===== src/rtl/mdt_guard_pkg.sv =====
package mdt_guard_pkg;
  typedef enum logic [1:0] {
    VD_DELIVER = 2'd0,
    VD_NMI     = 2'd1,
    VD_CRIT    = 2'd2
  } verdict_e;

  localparam int MIE_BIT      = 3;
  localparam int MDT_BIT_WIDE = 42;
  localparam int MDT_BIT_HI   = 10;
  localparam logic [1:0] PRIV_M = 2'b11;
endpackage


===== src/rtl/mdt_csr_ctl.sv =====
module mdt_csr_ctl
  import mdt_guard_pkg::*;
#(
  parameter int XLEN = 64
) (
  input  logic            clk,
  input  logic            rst_n,
  input  logic            wr_en,
  input  logic            wr_hi,
  input  logic [XLEN-1:0] wdata,
  input  logic            trap_set,
  input  logic            mret_clr,
  output logic            mdt_q,
  output logic            mie_q
);
  localparam bit SPLIT   = (XLEN == 32);
  localparam int MDT_POS = SPLIT ? MDT_BIT_HI : MDT_BIT_WIDE;

  logic mdt_d, mie_d;

  always_comb begin
    mdt_d = mdt_q;
    mie_d = mie_q;
    if (trap_set) begin
      mdt_d = 1'b1;
    end else if (mret_clr) begin
      mdt_d = 1'b0;
    end else if (wr_en) begin
      if (SPLIT) begin
        if (wr_hi) begin
          mdt_d = wdata[MDT_POS];
          if (wdata[MDT_POS]) mie_d = 1'b0;
        end else begin
          mie_d = wdata[MIE_BIT] & ~mdt_q;
        end
      end else if (!wr_hi) begin
        mdt_d = wdata[MDT_POS];
        mie_d = wdata[MIE_BIT] & ~wdata[MDT_POS];
      end
    end
  end

  always_ff @(posedge clk or negedge rst_n) begin
    if (!rst_n) begin
      mdt_q <= 1'b1;
      mie_q <= 1'b0;
    end else begin
      mdt_q <= mdt_d;
      mie_q <= mie_d;
    end
  end

  // reset value of the flags
  a_r1_reset_flags: assert property (@(posedge clk) !rst_n |=> (mdt_q && !mie_q));

  // a write that sets the disable flag leaves the enable low
  a_r2_set_clears_mie: assert property (@(posedge clk) disable iff (!rst_n)
    (wr_en && (wr_hi == SPLIT) && wdata[MDT_POS] && !trap_set && !mret_clr)
      |=> (mdt_q && !mie_q));

  // the enable can only rise while the disable flag is clear
  a_r3_mie_rise_guard: assert property (@(posedge clk) disable iff (!rst_n)
    $rose(mie_q) |-> !mdt_q);

  // MRET clears the disable flag
  a_r9_mret_clears: assert property (@(posedge clk) disable iff (!rst_n)
    (mret_clr && !trap_set) |=> !mdt_q);
endmodule


===== src/rtl/mdt_trap_judge.sv =====
module mdt_trap_judge
  import mdt_guard_pkg::*;
#(
  parameter bit HAS_NMI = 1'b1
) (
  input  logic     mdt,
  input  logic     from_m,
  input  logic     nmie,
  output verdict_e kind
);
  logic nmi_lock;
  logic unexpected;

  always_comb begin
    nmi_lock   = HAS_NMI && from_m && !nmie;
    unexpected = mdt || nmi_lock;
    if (!unexpected)          kind = VD_DELIVER;
    else if (HAS_NMI && nmie) kind = VD_NMI;
    else                      kind = VD_CRIT;
  end
endmodule


===== src/rtl/mdt_verdict_reg.sv =====
module mdt_verdict_reg
  import mdt_guard_pkg::*;
#(
  parameter int XLEN    = 64,
  parameter int CAUSE_W = 6
) (
  input  logic               clk,
  input  logic               rst_n,
  input  logic               fire,
  input  verdict_e           kind,
  input  logic [CAUSE_W-1:0] cause,
  input  logic [XLEN-1:0]    epc,
  output logic               vd_valid,
  output verdict_e           vd_kind,
  output logic [CAUSE_W-1:0] vd_cause,
  output logic [XLEN-1:0]    vd_epc,
  output logic [1:0]         vd_priv,
  output logic               nmie_clr,
  output logic               crit_q
);
  always_ff @(posedge clk or negedge rst_n) begin
    if (!rst_n) begin
      vd_valid <= 1'b0;
      vd_kind  <= VD_DELIVER;
      vd_cause <= '0;
      vd_epc   <= '0;
      vd_priv  <= 2'b00;
      nmie_clr <= 1'b0;
      crit_q   <= 1'b0;
    end else begin
      vd_valid <= fire;
      nmie_clr <= fire && (kind == VD_NMI);
      if (fire) begin
        vd_kind  <= kind;
        vd_cause <= cause;
        vd_epc   <= epc;
        vd_priv  <= (kind == VD_NMI) ? PRIV_M : 2'b00;
        if (kind == VD_CRIT) crit_q <= 1'b1;
      end
    end
  end

  // the critical-error state holds until reset
  a_r8_crit_sticky: assert property (@(posedge clk) disable iff (!rst_n)
    crit_q |=> crit_q);

  // a critical verdict comes with the flag raised
  a_r7_crit_flagged: assert property (@(posedge clk) disable iff (!rst_n)
    (vd_valid && vd_kind == VD_CRIT) |-> crit_q);
endmodule


===== src/rtl/mdt_guard.sv =====
module mdt_guard
  import mdt_guard_pkg::*;
#(
  parameter int XLEN    = 64,
  parameter int CAUSE_W = 6,
  parameter bit HAS_NMI = 1'b1
) (
  input  logic               clk,
  input  logic               rst_n,
  input  logic               csr_we,
  input  logic               csr_hi,
  input  logic [XLEN-1:0]    csr_wdata,
  input  logic               mret,
  input  logic               trap_valid,
  output logic               trap_ready,
  input  logic [CAUSE_W-1:0] trap_cause,
  input  logic [XLEN-1:0]    trap_epc,
  input  logic               trap_from_m,
  input  logic               nmie_i,
  output logic               mdt,
  output logic               mie,
  output logic               vd_valid,
  output logic [1:0]         vd_kind,
  output logic [CAUSE_W-1:0] vd_cause,
  output logic [XLEN-1:0]    vd_epc,
  output logic [1:0]         vd_priv,
  output logic               nmie_clr,
  output logic               crit_err,
  output logic               irq_allow,
  output logic               nmi_allow
);
  verdict_e kind, vd_kind_e;
  logic     crit_q, fire, trap_set, mret_eff, wr_eff;

  assign trap_ready = ~crit_q;
  assign fire       = trap_valid & trap_ready;
  assign trap_set   = fire & (kind == VD_DELIVER);
  assign mret_eff   = mret & ~fire & ~crit_q;
  assign wr_eff     = csr_we & ~fire & ~crit_q & ~mret;

  mdt_trap_judge #(.HAS_NMI(HAS_NMI)) u_judge (
    .mdt    (mdt),
    .from_m (trap_from_m),
    .nmie   (nmie_i),
    .kind   (kind)
  );

  mdt_csr_ctl #(.XLEN(XLEN)) u_csr (
    .clk      (clk),
    .rst_n    (rst_n),
    .wr_en    (wr_eff),
    .wr_hi    (csr_hi),
    .wdata    (csr_wdata),
    .trap_set (trap_set),
    .mret_clr (mret_eff),
    .mdt_q    (mdt),
    .mie_q    (mie)
  );

  mdt_verdict_reg #(.XLEN(XLEN), .CAUSE_W(CAUSE_W)) u_verdict (
    .clk      (clk),
    .rst_n    (rst_n),
    .fire     (fire),
    .kind     (kind),
    .cause    (trap_cause),
    .epc      (trap_epc),
    .vd_valid (vd_valid),
    .vd_kind  (vd_kind_e),
    .vd_cause (vd_cause),
    .vd_epc   (vd_epc),
    .vd_priv  (vd_priv),
    .nmie_clr (nmie_clr),
    .crit_q   (crit_q)
  );

  assign vd_kind   = vd_kind_e;
  assign crit_err  = crit_q;
  assign irq_allow = mie & ~crit_q;
  assign nmi_allow = HAS_NMI && nmie_i && !crit_q;

  // an expected trap sets the disable flag
  a_r4_deliver_sets_mdt: assert property (@(posedge clk) disable iff (!rst_n)
    (fire && kind == VD_DELIVER) |=> (mdt && vd_valid));

  // escalated traps leave the status flags alone
  a_r7_escalate_frozen: assert property (@(posedge clk) disable iff (!rst_n)
    (fire && kind != VD_DELIVER) |=> ($stable(mdt) && $stable(mie)));

  // nothing changes and nothing is accepted in the critical state
  a_r8_crit_quiet: assert property (@(posedge clk) disable iff (!rst_n)
    crit_err |=> ($stable(mdt) && $stable(mie) && !trap_ready && !irq_allow));

  // a trap beside an MRET leaves the flag set unless it halts
  a_r10_trap_wins: assert property (@(posedge clk) disable iff (!rst_n)
    (fire && mret && kind != VD_CRIT) |=> mdt);
endmodule


===== config.mk =====
export PLATFORM = sky130hd
export DESIGN_NAME = mdt_guard
export DESIGN_NICKNAME = d
export VERILOG_FILES = /design/src/rtl/mdt_guard_pkg.sv /design/src/rtl/mdt_csr_ctl.sv /design/src/rtl/mdt_trap_judge.sv /design/src/rtl/mdt_verdict_reg.sv /design/src/rtl/mdt_guard.sv
export SDC_FILE = /design/constraint.sdc
export NUM_CORES = 1
export LEC_CHECK = 0
export BUFFER_PORTS_ARGS = -buffer_cell sky130_fd_sc_hd__buf_2
export CAP_MARGIN = 20
export CORE_MARGIN = 2
export CORE_UTILIZATION = 43
export CTS_CLUSTER_SIZE = 25
export DETAILED_ROUTE_END_ITERATION = 7
export HOLD_SLACK_MARGIN = 0.15
export PLACE_DENSITY = 0.85
export SYNTH_ARGS = -nofsm -noshare
export SYNTH_HDL_FRONTEND = slang
export SYNTH_SLANG_ARGS = --single-unit

===== constraint.sdc =====
create_clock -name clk -period 3.3 [get_ports clk]
set_input_delay 0.66 -clock clk [delete_from_list [all_inputs] [get_ports clk]]
set_output_delay 0.66 -clock clk [all_outputs]
set_load 0.005 [all_outputs]

# Word-level counts from Yosys, hierarchy flattened

Index checks and enable logic that the tools add are counted.

Register bits after elaboration: 79
Input bits: 142
Logic and storage cells: 46
Output and inout bits: 82

Bitwise operators: 16
Mux-type cells: 7
Reduce and logical (&&, ||, !) cells: 11
Equality and inequality tests: 3

Operators with widths:

| operator                                             | number |
|---|---|
| AND 1 bit                                            | 9 |
| NOT 1 bit                                            | 7 |
| two-way mux 2 bit                                    | 3 |
| two-way mux 1 bit                                    | 4 |
| AND reduction 2 bit                                  | 2 |
| AND reduction 4 bit                                  | 1 |
| logical AND 1 bit                                    | 3 |
| != test 3 x 1 -> 1 bit (second input constant)       | 1 |
| nonzero test 3 bit                                   | 1 |
| equality test 2 x 1 -> 1 bit (second input constant) | 1 |
| equality test 2 bit (second input constant)          | 1 |
| zero test 1 bit                                      | 2 |
| zero test 2 bit                                      | 1 |
| logical OR 1 bit                                     | 1 |

# Longest topological paths before layout

Gate-level depths: netlist of run 1.

Depth after elaboration: 9
Mapped depth: 5
Gate-level depth less buffers: 4

# Hierarchy

Synthesis of run 1 repeated with hierarchy kept, for this count alone.

Cell total of the unflattened synthesis: 181
Area total of the unflattened synthesis: 3201.8 µm²

Modules (own cells, without submodules):

| module          | instances | cells an instance | area each (µm²) | sequential area each (µm²) |
|---|---|---|---|---|
| mdt_verdict_reg | 1         | 163               | 3002.9          | 1901.8 |
| mdt_csr_ctl     | 1         | 9                 | 113.9           | 51.3 |
| mdt_guard       | 1         | 7                 | 67.6            | 0.0 |
| mdt_trap_judge  | 1         | 2                 | 17.5            | 0.0 |

# Least setup slack after synthesis of run 1

OpenSTA, ideal clock, no wires.

Path kind: input to register
Start: input port trap_valid
End: register u_csr.mie_q
Setup time: 0.132 ns
Arrival time: 1.460 ns
Stages on the path: 3
Path buffers: 0
Setup slack: 1.708 ns
Data required time: 3.168 ns
Path through: or4b_4 o21ai_0 o41ai_2

Word-level cells in the longest chain between the ends: 6
Elaborated cells between the ends (all ways): 11
Those cells by class: 10 x bitwise; 1 x reduce/logical

Ends and longest elaborated chain:

| item                                              | RTL line                         | RTL |
|---|---|---|
| start, declared                                   | mdt_guard.sv:14                  | `input logic trap_valid,` |
| AND 1 bit (*)                                     | mdt_guard.sv:36                  | `assign fire = trap_valid & trap_ready;` |
| NOT 1 bit                                         | mdt_guard.sv:38, mdt_guard.sv:39 |  |
| AND 1 bit, on equally long branches (2 in series) | mdt_guard.sv:39, mdt_guard.sv:38 |  |
| AND 1 bit or NOT 1 bit (tied branches)            | --                               |  |
| AND reduction 4 bit (no line) (*)                 | --                               |  |
| end signal, assigned                              | mdt_csr_ctl.sv:49                | `mie_q <= mie_d;` |
| end, declared                                     | mdt_csr_ctl.sv:14                | `output logic mie_q` |

Mark *: on every way between the ends. The rest lies on a longest branch, timed or not.
A chain may end at the register's enable or synchronous reset.

# Worst setup path after layout of run 1

Start: register u_verdict.crit_q
End: register u_verdict.vd_epc[49]

Word-level cells in the longest chain between the ends: 2

Ends and longest elaborated chain:

| item                   | RTL line              | RTL |
|---|---|---|
| start, declared        | mdt_verdict_reg.sv:19 | `output logic crit_q` |
| start signal, assigned | mdt_verdict_reg.sv:29 | `crit_q <= 1'b0;` |
| start signal, assigned | mdt_verdict_reg.sv:38 | `if (kind == VD_CRIT) crit_q <= 1'b1;` |
| NOT 1 bit              | mdt_guard.sv:35       | `assign trap_ready = ~crit_q;` |
| AND 1 bit              | mdt_guard.sv:36       |  |
| end signal, assigned   | mdt_verdict_reg.sv:36 | `vd_epc <= epc;` |
| end, declared          | mdt_verdict_reg.sv:16 | `output logic [XLEN-1:0] vd_epc,` |

No other way between the ends.

==> metrics.md, run 1 <==
| Metric | Value |
|---|---|
| Run status | complete, no violations |
| Flop2flop setup slack | between 1 and 1.5 ns |
| Top-area cell type share of the netlist area | between 60 and 70% |
| Final setup viols | 0 |
| # diodes | 0 |
| Post CTS Setup Buffer Count | 0 |
| TNS Setup | 0 ns |
| Final Cell Area | 0.004061 sq mm |
| Multiplexer share of the synthesized area | 0.3778% |
| Worst-path clk slew | 0.08 ns |
| Simple-gate share of the synthesized area | between 20 and 30% |
| Final Hold Vio Count | 0 |
| Die width | 87.26 microns |
| Setup crit end kind | register |
| Dominant cell type by area after synthesis | dfrtp_1 |
| Avg WL per Cell | 12.06 microns |
| Total GRT Usage | between 10% and 20% |
| Mapped cell area | 0.002980 sq mm |
| Sw Share | 29.85% |
| CTS tree | yes |
| Synth Instances | 330 |
| Req. time, crit path | between 3 and 4 ns |
| DRT iter0 DRCs | 98 |
| Root Buffer | clkbuf_8 |
| Final ANT Viol Nets | 0 |
| Max-Cap Viols | 0 |
| Clock Sinks | slightly below 80 |
| Post-synthesis compound-gate area fraction | under 10% |
| GP Congestion | 0.7491 |
| Layout area overhead | 36.27% |
| Slowest CP cell | nand2b_2 |
| Synth top area cells | dfrtp_1 65%, nand2_1 27%, buf_2 1.3%, dfstp_2 0.88%, clkbuf_1 0.63% |
| PD cells | 802.4 mW/mm^2 |
| RSZ-0062 raised after global routing | no |
| Core Footprint | 0.006756 sq mm |
| Pint | 2.286 mW |
| Die height | between 80 and 90 microns |
| Synth Area in XOR/XNOR | 0% |
| Die footprint | approximately 0.0076 sq mm |
| Final WL | 6909 microns |
| RR Startpoint | u_verdict.crit_q |
| Gr ovfl total | 0 |
| Initial antenna violation count | 0 |
| Leak pwr | between 2 and 2.5 nW |
| Final #Nets | ~630 |
| Routed vias/inst | 4.590 |
| CTS max path bufs | 2 |
| Min Tclk post-route | 1.952 ns |
| Worst Reg-to-Reg Cells | 5 |
| Setup Skew | approximately 0.0064 ns |
| Crit Path Max Fanout | 33 |
| Ys Warns | 0 |
| Post_cts resized | 0 |
| Hold Buf Count CTS | 0 |
| Layout Cells excl Fill | 573 |
| CP Buf/Inv Count | 2 |
| Post-Syn Nets | 472 |
| Layout cell share with drive strength beyond 1 | 37.73% |
| Worst hold path type | in2async |
| CP startpoint | u_verdict.crit_q |
| First-pass GRT wire length | 11230 microns |
| FF-to-FF End | u_verdict.vd_epc[49] |
| CP dominant cell by count | nand2_1 |
| Finished Core Util | 60.11% |
| Register share of total power | 48.5% |
| # H-tree levels | 3 |
| Largest net degree at the start of global routing | just under 80 |
| Clk_lat worst skew | 0.33 ns |
| Post-DP Area | 0.003840 sq mm |
| Vias in the first global route | between 2000 and 3000 |
| Pre-antenna DRT Iters | 4 |
| Max incr delay on CP | 0.47 ns |
| Crit path DAT | 2.22 ns |
| Slew Viols, Final | 0 |
| Crit path cell chain | nand2b_2 -> inv_2 -> buf_4 -> nand2_1 -> nand2_1 |
| I/O pins | 224 |
| CP Class | reg2reg |
| Startpoint types | register |
| Commonest cells after routing, fill and taps aside | 214 x nand2_1, 160 x buf_2, 77 x dfrtp_1, 11 x clkbuf_8, 4 x buf_4 |
| Count of cell types in the netlist | 22 |
| IO Port Bufs | around 160 |
| Row count | 30 |
| Sw power | 972.8 uW |
| Register bit total from synthesis | 78 |
| Drt drc | 0 |
| Syn_area_per_cell | 9.031 sq um |
| Largest family of logic cells by synthesized area | simple AND/OR/NAND/NOR gates |
| Initial core utilization | 44.11% |
| Sequential area share after synthesis | roughly 66% |
| HPWL Detailed | 4942 microns |
| Worst-Margin Slew | 0.9466 ns |
| Dpl cells | 558 |
| Final period util | between 50% and 60% |
| Vias | roughly 2600 |
| Slew headroom | between 30% and 40% |
| Max Clk Rate | between 500 and 600 MHz |
| Logic pwr share | 27.6% |
| IR drop worst, VDD | 0.0004239 V |
| Clock network fraction of design power | 23.8% |
| Num CTS Buffers | 9 |
| Delay-heaviest family, CP | buffers and inverters |
| Commonest non-fill, non-tap cell in the layout | nand2_1 |
| Area share of fa/ha/maj cells after synthesis | 0% |
## state kept, by name, summed over array words and instances, names as in the netlist
register	cells
u_csr.mie_q	1
u_verdict.vd_epc	64
u_verdict.nmie_clr	1
u_verdict.vd_priv	1
u_verdict.vd_valid	1
u_verdict.vd_cause	6
u_verdict.crit_q	1
u_csr.mdt_q	1
u_verdict.vd_kind	2
## cells in the mapped netlist
cell type,count
nor2_1,3
a211o_1,1
nor3_1,1
a21o_1,1
or4b_4,1
dfrtp_1,77
inv_2,1
inv_1,3
buf_1,2
nor3b_2,1
nand2b_1,1
and2b_1,2
nand2_1,214
buf_2,8
dfstp_2,1
o21ai_0,2
o41ai_2,1
mux2_2,1
nor2b_1,2
nand3_1,1
buf_4,1
clkbuf_1,5
## stage by stage
step	power (mW)	hold slack, ns	setup slack [ns]
final	3.259	0.4587	1.348
after global placement	2.454	0.4532	1.158
after floorplan	1.941	0.3644	1.708
after CTS	3.306	0.4757	1.298
after global routing	3.505	0.4883	1.154
after detailed placement	2.510	0.4578	1.096
## worst max-delay path by stage
stage | endpoint | slack, ns | depth (start not counted)
floorplan | u_csr.mie_q | 1.71 | 3
global placement | u_verdict.vd_cause[2] | 1.16 | 6
detailed placement | u_verdict.vd_epc[49] | 1.10 | 6
CTS | u_verdict.vd_epc[49] | 1.30 | 5
global route | u_verdict.vd_epc[62] | 1.15 | 5
finish | u_verdict.vd_epc[49] | 1.35 | 5
## kinds of logic (layout without fill, tap and decap cells)
group           after synthesis  count (layout)
flops                        78              78
mux                           1               1
compound gates                5               5
simple gates                226             226
buf+inv                      20             183
## power by group through the flow
stage                     clock network, mW  logic, mW  registers (mW)
after floorplan                           0      0.307            1.63
after global placement                    0      0.880            1.57
final                                 0.777      0.901            1.58
after detailed placement                  0      0.921            1.59
after global routing                  0.844       1.03            1.63
after CTS                             0.804      0.919            1.58
## area by class of cell
type                       instances  area, sq um
timing repair buffer             164        830.8
fill                             603         2695
multi-input combinational        232        940.9
clock inverter                     4        70.07
sequential                        78         1953
clock buffer                      11        151.4
inverter                           4        15.01
tap                               80        100.1
## layer usage
metal | part of all wire, % | wire, microns | global-route usage, %
met1 | 44 | 3045 | 22.47
met2 | 47 | 3246 | 32.30
met3 | 7.6 | 522 | 4.645
met4 | 1.4 | 95 | 6.993
met5 | 0 | 0 | 0
(Power assumes the default switching activity.)
==> run 2, diff against run 1 <==
--- a/config.mk
+++ b/config.mk
@@ -8,11 +8,11 @@
 export BUFFER_PORTS_ARGS = -buffer_cell sky130_fd_sc_hd__buf_2
 export CAP_MARGIN = 20
 export CORE_MARGIN = 2
-export CORE_UTILIZATION = 43
+export CORE_UTILIZATION = 40
 export CTS_CLUSTER_SIZE = 25
 export DETAILED_ROUTE_END_ITERATION = 7
 export HOLD_SLACK_MARGIN = 0.15
-export PLACE_DENSITY = 0.85
+export PLACE_DENSITY = 0.8
 export SYNTH_ARGS = -nofsm -noshare
 export SYNTH_HDL_FRONTEND = slang
 export SYNTH_SLANG_ARGS = --single-unit
==> constraint.sdc (replaced) <==
create_clock -name clk -period 1.92 [get_ports clk]
set_input_delay 0.384 -clock clk [delete_from_list [all_inputs] [get_ports clk]]
set_output_delay 0.384 -clock clk [all_outputs]
set_load 0.005 [all_outputs]
==> metrics.md, run 2 (synthesis results as in run 1) <==
| Metric | Value |
|---|---|
| Drt drc | 0 (unchanged) |
| CP Buf/Inv Count | 2 (unchanged) |
| Max Clk Rate | 653.8 MHz (was 512.2 MHz) |
| Pre-antenna DRT Iters | 4 (unchanged) |
| Setup crit end kind | register (unchanged) |
| Slowest CP cell | dfrtp_1 (was nand2b_2) |
| Crit Path Max Fanout | 40 (was 33) |
| Max-Cap Viols | 0 (unchanged) |
| Largest register FFs | 64 (unchanged) |
| Final #Nets | 634 (was 631) |
| IR drop worst, VDD | 0.0006774 V (was 0.0004239 V) |
| Initial antenna violation count | 0 (unchanged) |
| Clk_lat worst skew | 0.33 ns (about the same) |
| Layout Cells excl Fill | 596 (was 573) |
| Final ANT Viol Nets | 0 (unchanged) |
| Final setup margin | 0.3905 ns (was 1.348 ns) |
| Req. time, crit path | 2.18 ns (was 3.56 ns) |
| Min Tclk post-route | 1.530 ns (was 1.952 ns) |
| Layout fillers | 640 (was 603) |
| HPWL Detailed | 4988 microns (was 4942 microns) |
| # H-tree levels | 3 (unchanged) |
| # diodes | 0 (unchanged) |
| Delay-heaviest family, CP | buffers and inverters (unchanged) |
| Row count | 31 (was 30) |
| PD cells | 1350 mW/mm^2 (was 802.4 mW/mm^2) |
| Final setup viols | 0 (unchanged) |
| Gr ovfl total | 0 (unchanged) |
| Die width | 90.32 microns (was 87.26 microns) |
| CTS tree | yes (unchanged) |
| Worst hold path type | in2reg (was in2async) |
| Reg with most FFs | u_verdict.vd_epc (unchanged) |
| Die footprint | 0.008158 sq mm (was 0.007613 sq mm) |
| Total GRT Usage | 17.65% (was 18.68%) |
| GP Congestion | 0.8005 (was 0.7491) |
| CTS max path bufs | 2 (unchanged) |
| CP dominant cell by count | nand2_1 (unchanged) |
| I/O pins | 224 (unchanged) |
| Routed vias/inst | 4.488 (was 4.590) |
| Num CTS Buffers | 9 (unchanged) |
| Vias in the first global route | 2696 (was 2618) |
| Avg WL per Cell | 11.51 microns (was 12.06 microns) |
| Startpoint types | register (unchanged) |
| Crit path cell chain | nand2b_2 -> inv_2 -> buf_4 -> nand2_1 -> nand2_1 (unchanged) |
| TNS Setup | 0 ns (unchanged) |
| IO Port Bufs | 161 (unchanged) |
| CP Class | reg2reg (unchanged) |
| Final Cell Area | 0.004131 sq mm (was 0.004061 sq mm) |
| Final period util | 79.66% (was 59.16%) |
| DRT iter0 DRCs | 100 (was 98) |
| Crit path DAT | 1.79 ns (was 2.22 ns) |
| Commonest cells after routing, fill and taps aside | 214 x nand2_1, 160 x buf_2, 77 x dfrtp_1, 10 x clkbuf_8, 4 x buf_4 (was 214 x nand2_1, 160 x buf_2, 77 x dfrtp_1, 11 x clkbuf_8, 4 x buf_4) |
| Layout area overhead | 38.62% (was 36.27%) |
| Worst-path clk slew | 0.08 ns (about the same) |
| Core Footprint | 0.007253 sq mm (was 0.006756 sq mm) |
| Run status | complete, no violations (unchanged) |
| Slew Viols, Final | 0 (unchanged) |
| Final Hold Vio Count | 0 (unchanged) |
| Commonest non-fill, non-tap cell in the layout | nand2_1 (unchanged) |
| Root Buffer | clkbuf_8 (unchanged) |
| Clock Sinks | 78 (unchanged) |
| First-pass GRT wire length | 11700 microns (was 11230 microns) |
| Vias | 2675 (was 2630) |
| Layout cell share with drive strength beyond 1 | 37.63% (was 37.73%) |
| Largest net degree at the start of global routing | 74 (was 79) |
| Worst-Margin Slew | 0.3820 ns (was 0.9466 ns) |
| Initial core utilization | 41.09% (was 44.11%) |
| Die height | 90.32 microns (was 87.26 microns) |
| RSZ-0062 raised after global routing | no (unchanged) |
| Max incr delay on CP | 0.46 ns (was 0.47 ns) |
| Dpl cells | 579 (was 558) |
| Post-DP Area | 0.003904 sq mm (was 0.003840 sq mm) |
| Final WL | 6859 microns (was 6909 microns) |
| Largest registers | u_verdict.vd_epc (64), u_verdict.vd_cause (6), u_verdict.vd_kind (2) (unchanged) |
| Slew headroom | 74.53% (was 36.89%) |
| Setup Skew | 0.008676 ns (was 0.006376 ns) |
| Placement Setup Slack | 0.3972 ns (was 1.096 ns) |
| Leak pwr | 2.486 nW (was 2.470 nW) |
-- run 2: cell types whose count changed in the layout (fill, tap and decap cells not counted) --
cell           delta
clkinvlp_4        +1
buf_12            +2
clkinv_2          -1
dlygate4sd3_1     +1
clkbuf_8          -1
clkbuf_1          +2
-- run 2: power breakdown --
| group | internal [mW] | total, mW | switching (mW) | leakage (nW) |
|---|---|---|---|---|
| registers | 2.35 | 2.71 | 0.359 | 0.970 |
| clock network | 0.767 | 1.32 | 0.549 | 0.107 |
| logic | 0.793 | 1.55 | 0.756 | 1.41 |
-- run 2: layer usage --
| layer | track usage [%] | vias to the layer above | share of wire, % |
|---|---|---|---|
| met5 | 0 | - | 0 |
| met4 | 7.949 | 0 | 1.7 |
| met3 | 5.092 | 12 | 8.9 |
| met2 | 29.89 | 119 | 46 |
| met1 | 20.93 | 1225 | 43 |
| li1 | - | 1319 | - |
-- run 2: timing repair --
item	in CTS	in global routing
setup buffers	0	0
resized for setup	0	0
endpoints found under the hold margin	18	0
hold buffers	1	0
-- run 2: tightest hold or removal path: cells and delay by family --
family,cells,cell delay (ns)
and+or+nand+nor,2,0.08
buffers and inverters,1,0.07
-- run 2: path summary, 6_finish.rpt --
check	startpoint	to	slack, ns	depth (start not counted)
hold / removal	trap_epc[13]	u_verdict.vd_epc[13]	0.23	3
max in group asynchronous	rst_n	u_verdict.vd_epc[52]	0.89	3
hold reg to reg	u_verdict.vd_epc[53]	u_verdict.vd_epc[53]	0.47	2
setup / recovery	u_verdict.crit_q	u_verdict.vd_epc[22]	0.39	5
setup reg to reg	u_verdict.crit_q	u_verdict.vd_epc[22]	0.39	5
min in group asynchronous	rst_n	u_verdict.vd_epc[33]	0.48	2
-- run 2: layout make-up --
type / instances / area [sq um] / share of cell area [%]
Tap cell: 99 / 123.9 / 2.998
Multi-Input combinational cell: 232 / 940.9 / 22.77
Clock inverter: 4 / 72.57 / 1.757
Inverter: 4 / 15.01 / 0.3634
Sequential cell: 78 / 1953 / 47.27
Clock buffer: 12 / 145.1 / 3.513
Timing Repair Buffer: 167 / 880.8 / 21.32
-- run 2: through the flow --
step	util [%]	power, mW	hold slack [ns]
5_1_grt	56.96	6.007	0.2103
3_3_place_gp	53.82	4.227	0.2866
4_1_cts	56.96	5.663	0.2045
3_5_place_dp	53.82	4.319	0.2932
6_report	56.96	5.577	0.2287
2_1_floorplan	-	3.336	0.08841
==> run 3, diff against run 2 <==
--- a/config.mk
+++ b/config.mk
@@ -8,11 +8,11 @@
 export BUFFER_PORTS_ARGS = -buffer_cell sky130_fd_sc_hd__buf_2
 export CAP_MARGIN = 20
 export CORE_MARGIN = 2
-export CORE_UTILIZATION = 40
+export CORE_UTILIZATION = 36
 export CTS_CLUSTER_SIZE = 25
 export DETAILED_ROUTE_END_ITERATION = 7
 export HOLD_SLACK_MARGIN = 0.15
-export PLACE_DENSITY = 0.8
+export PLACE_DENSITY = 0.76
 export SYNTH_ARGS = -nofsm -noshare
 export SYNTH_HDL_FRONTEND = slang
 export SYNTH_SLANG_ARGS = --single-unit
==> constraint.sdc (replaced) <==
create_clock -name clk -period 1.3 [get_ports clk]
set_input_delay 0.26 -clock clk [delete_from_list [all_inputs] [get_ports clk]]
set_output_delay 0.26 -clock clk [all_outputs]
set_load 0.005 [all_outputs]
==> metrics.md, run 3 (synthesis results as in run 1) <==
| Metric | Value |
|---|---|
| Run status | finished with violations (was complete, no violations) |
| Failing checks | negative setup slack |
| Worst-Margin Slew | 0.4082 ns (was 0.3820 ns) |
| Commonest non-fill, non-tap cell in the layout | nand2_1 (unchanged) |
| Pre-antenna DRT Iters | 4 (unchanged) |
| # H-tree levels | 3 (unchanged) |
| GP Congestion | 0.7634 (was 0.8005) |
| Min Tclk post-route | 1.424 ns (was 1.530 ns) |
| Final WL | 9056 microns (was 6859 microns) |
| Drt drc | 0 (unchanged) |
| # diodes | 0 (unchanged) |
| Delay-heaviest family, CP | simple AND/OR/NAND/NOR gates (was buffers and inverters) |
| Final Hold Vio Count | 0 (unchanged) |
| CTS tree | yes (unchanged) |
| Final ANT Viol Nets | 0 (unchanged) |
| Root Buffer | clkbuf_8 (unchanged) |
| Leak pwr | 2.852 nW (was 2.486 nW) |
| DRT iter0 DRCs | 79 (was 100) |
| Vias in the first global route | 3054 (was 2696) |
| Row count | 33 (was 31) |
| RSZ-0062 raised after global routing | yes (was no) |
| Slowest CP cell | or4b_4 (was dfrtp_1) |
| Die footprint | 0.009022 sq mm (was 0.008158 sq mm) |
| Pint | 5.545 mW (was 3.913 mW) |
| CP Buf/Inv Count | 1 (was 2) |
| I/O pins | 224 (unchanged) |
| First-pass GRT wire length | 13450 microns (was 11700 microns) |
| Req. time, crit path | 1.58 ns (was 2.18 ns) |
| Finished Core Util | 61.39% (was 56.96%) |
| Final setup margin | -0.1243 ns (was 0.3905 ns) |
| Worst hold path type | in2reg (unchanged) |
| Total GRT Usage | 19.39% (was 17.65%) |
| Min-Delay Startpoint | csr_wdata[3] (was trap_epc[13]) |
| Setup crit end kind | register (unchanged) |
| Max incr delay on CP | 0.51 ns (was 0.46 ns) |
| Reg with most FFs | u_verdict.vd_epc (unchanged) |
| Layout cell share with drive strength beyond 1 | 34.78% (was 37.63%) |
| Gr ovfl total | 0 (unchanged) |
| Max-Cap Viols | 0 (unchanged) |
| Initial core utilization | 36.64% (was 41.09%) |
| Worst-path clk slew | 0.08 ns (about the same) |
| PD cells | 1627 mW/mm^2 (was 1350 mW/mm^2) |
| Core Footprint | 0.008134 sq mm (was 0.007253 sq mm) |
| Final #Nets | 716 (was 634) |
| Clock network fraction of design power | 18.9% (was 23.6%) |
| Crit path cell chain | buf_4 -> or4b_4 -> nor3b_2 -> a211o_1 (was nand2b_2 -> inv_2 -> buf_4 -> nand2_1 -> nand2_1) |
| Slew headroom | 72.79% (was 74.53%) |
| Clock Sinks | 78 (unchanged) |
| RR Startpoint | u_verdict.crit_q (unchanged) |
| Logic pwr share | 31.6% (was 27.8%) |
| Largest register FFs | 64 (unchanged) |
| Final setup viols | 6 (was 0) |
| Clk_lat worst skew | 0.33 ns (about the same) |
| Layout area overhead | 67.55% (was 38.62%) |
| CTS max path bufs | 2 (unchanged) |
| Largest registers | u_verdict.vd_epc (64), u_verdict.vd_cause (6), u_verdict.vd_kind (2) (unchanged) |
| Vias | 3045 (was 2675) |
| Largest net degree at the start of global routing | 79 (was 74) |
| CP Class | reg2reg (unchanged) |
| Startpoint types | register (unchanged) |
| Num CTS Buffers | 9 (unchanged) |
| Setup Skew | 0.01246 ns (was 0.008676 ns) |
| Die width | 94.99 microns (was 90.32 microns) |
| Crit Path Max Fanout | 3 (was 40) |
| CP startpoint | u_verdict.crit_q (unchanged) |
| Post-DP Area | 0.003943 sq mm (was 0.003904 sq mm) |
| Register share of total power | 49.6% (was 48.6%) |
| Placement Setup Slack | 0.007576 ns (was 0.3972 ns) |
| HPWL Detailed | 4923 microns (was 4988 microns) |
| Sw power | 2.579 mW (was 1.664 mW) |
| Slew Viols, Final | 0 (unchanged) |
| Initial antenna violation count | 0 (unchanged) |
| Final period util | 109.6% (was 79.66%) |
| IO Port Bufs | 161 (unchanged) |
| Final Cell Area | 0.004994 sq mm (was 0.004131 sq mm) |
| Sw Share | 31.74% (was 29.83%) |
| IR drop worst, VDD | 0.0009494 V (was 0.0006774 V) |
| Avg WL per Cell | 13.26 microns (was 11.51 microns) |
| Routed vias/inst | 4.458 (was 4.488) |
| Die height | 94.99 microns (was 90.32 microns) |
| Commonest cells after routing, fill and taps aside | 214 x nand2_1, 159 x buf_2, 77 x dfrtp_1, 72 x dlygate4sd3_1, 10 x clkbuf_8 (was 214 x nand2_1, 160 x buf_2, 77 x dfrtp_1, 10 x clkbuf_8, 4 x buf_4) |
| Max Clk Rate | 702.1 MHz (was 653.8 MHz) |
| Crit path DAT | 1.70 ns (was 1.79 ns) |
-- run 3: cell types whose count changed in the layout (fill, tap and decap cells not counted), moves of 2 or more --
| cell | previous run | this run |
|---|---|---|
| bufinv_16 | 2 | 0 |
| clkinv_2 | 1 | 3 |
| buf_6 | 0 | 5 |
| clkbuf_16 | 0 | 2 |
| buf_4 | 4 | 7 |
| dlygate4sd3_1 | 1 | 72 |
-- run 3: worst paths after layout --
kind,to,slack [ns],depth (start not counted)
worst max-delay path,u_csr.mdt_q,-0.12,4
worst min-delay path,u_csr.mie_q,0.19,3
worst max register to register,u_csr.mdt_q,-0.12,4
worst min register to register,u_verdict.vd_epc[20],0.47,2
max in group asynchronous,u_csr.mdt_q,0.45,3
min in group asynchronous,u_verdict.vd_epc[18],0.49,3
-- run 3: repair_timing --
| action | in CTS | in global routing |
|---|---|---|
| pin swaps | 1 | 0 |
| gates cloned | 0 | 3 |
| setup buffers | 3 | 3 |
| gates resized for setup | 1 | 11 |
| endpoints found under the hold margin | 148 | 0 |
| hold buffers | 72 | 0 |
| endpoints found under the setup margin | 4 | 79 |
-- run 3: metrics by stage --
step	power (mW)	TNS, ns	cells	hold slack [ns]
5_1_grt	8.805	-0.7987	683	0.1674
2_1_floorplan	4.929	0	330	-0.03559
3_5_place_dp	6.370	0	587	0.3173
4_1_cts	8.138	-0.7246	677	0.1682
3_3_place_gp	6.250	0	587	0.3113
6_report	8.124	-0.5343	683	0.1950
-- run 3: tightest hold or removal path, delay by kind of cell --
kind / cells / cell delay (ns)
compound gates: 1 / 0.08
buf+inv: 2 / 0.15
-- run 3: layer usage --
metal	up-vias	wire, microns	GRT usage [%]
li1	1481	-	-
met1	1417	3745	21.93
met2	123	4599	34.75
met3	24	496	5.108
met4	0	214	7.609
met5	-	0	0
-- run 3: cell type report --
cell class,instances,area (sq um)
sequential,78,1953
clock inverter,4,23.77
fill,667,3141
timing repair buffer,249,1763
tap,105,131.4
clock buffer,11,141.4
inverter,4,22.52
multi-input combinational,232,958.4
-- run 3: power groups by stage --
stage / Sequential [mW] / Combinational [mW] / Clock [mW]
finish: 4.03 / 2.57 / 1.53
global route: 4.15 / 2.94 / 1.72
CTS: 4.01 / 2.52 / 1.60
detailed placement: 4.05 / 2.32 / 0
global placement: 4.00 / 2.25 / 0
floorplan: 4.15 / 0.780 / 0
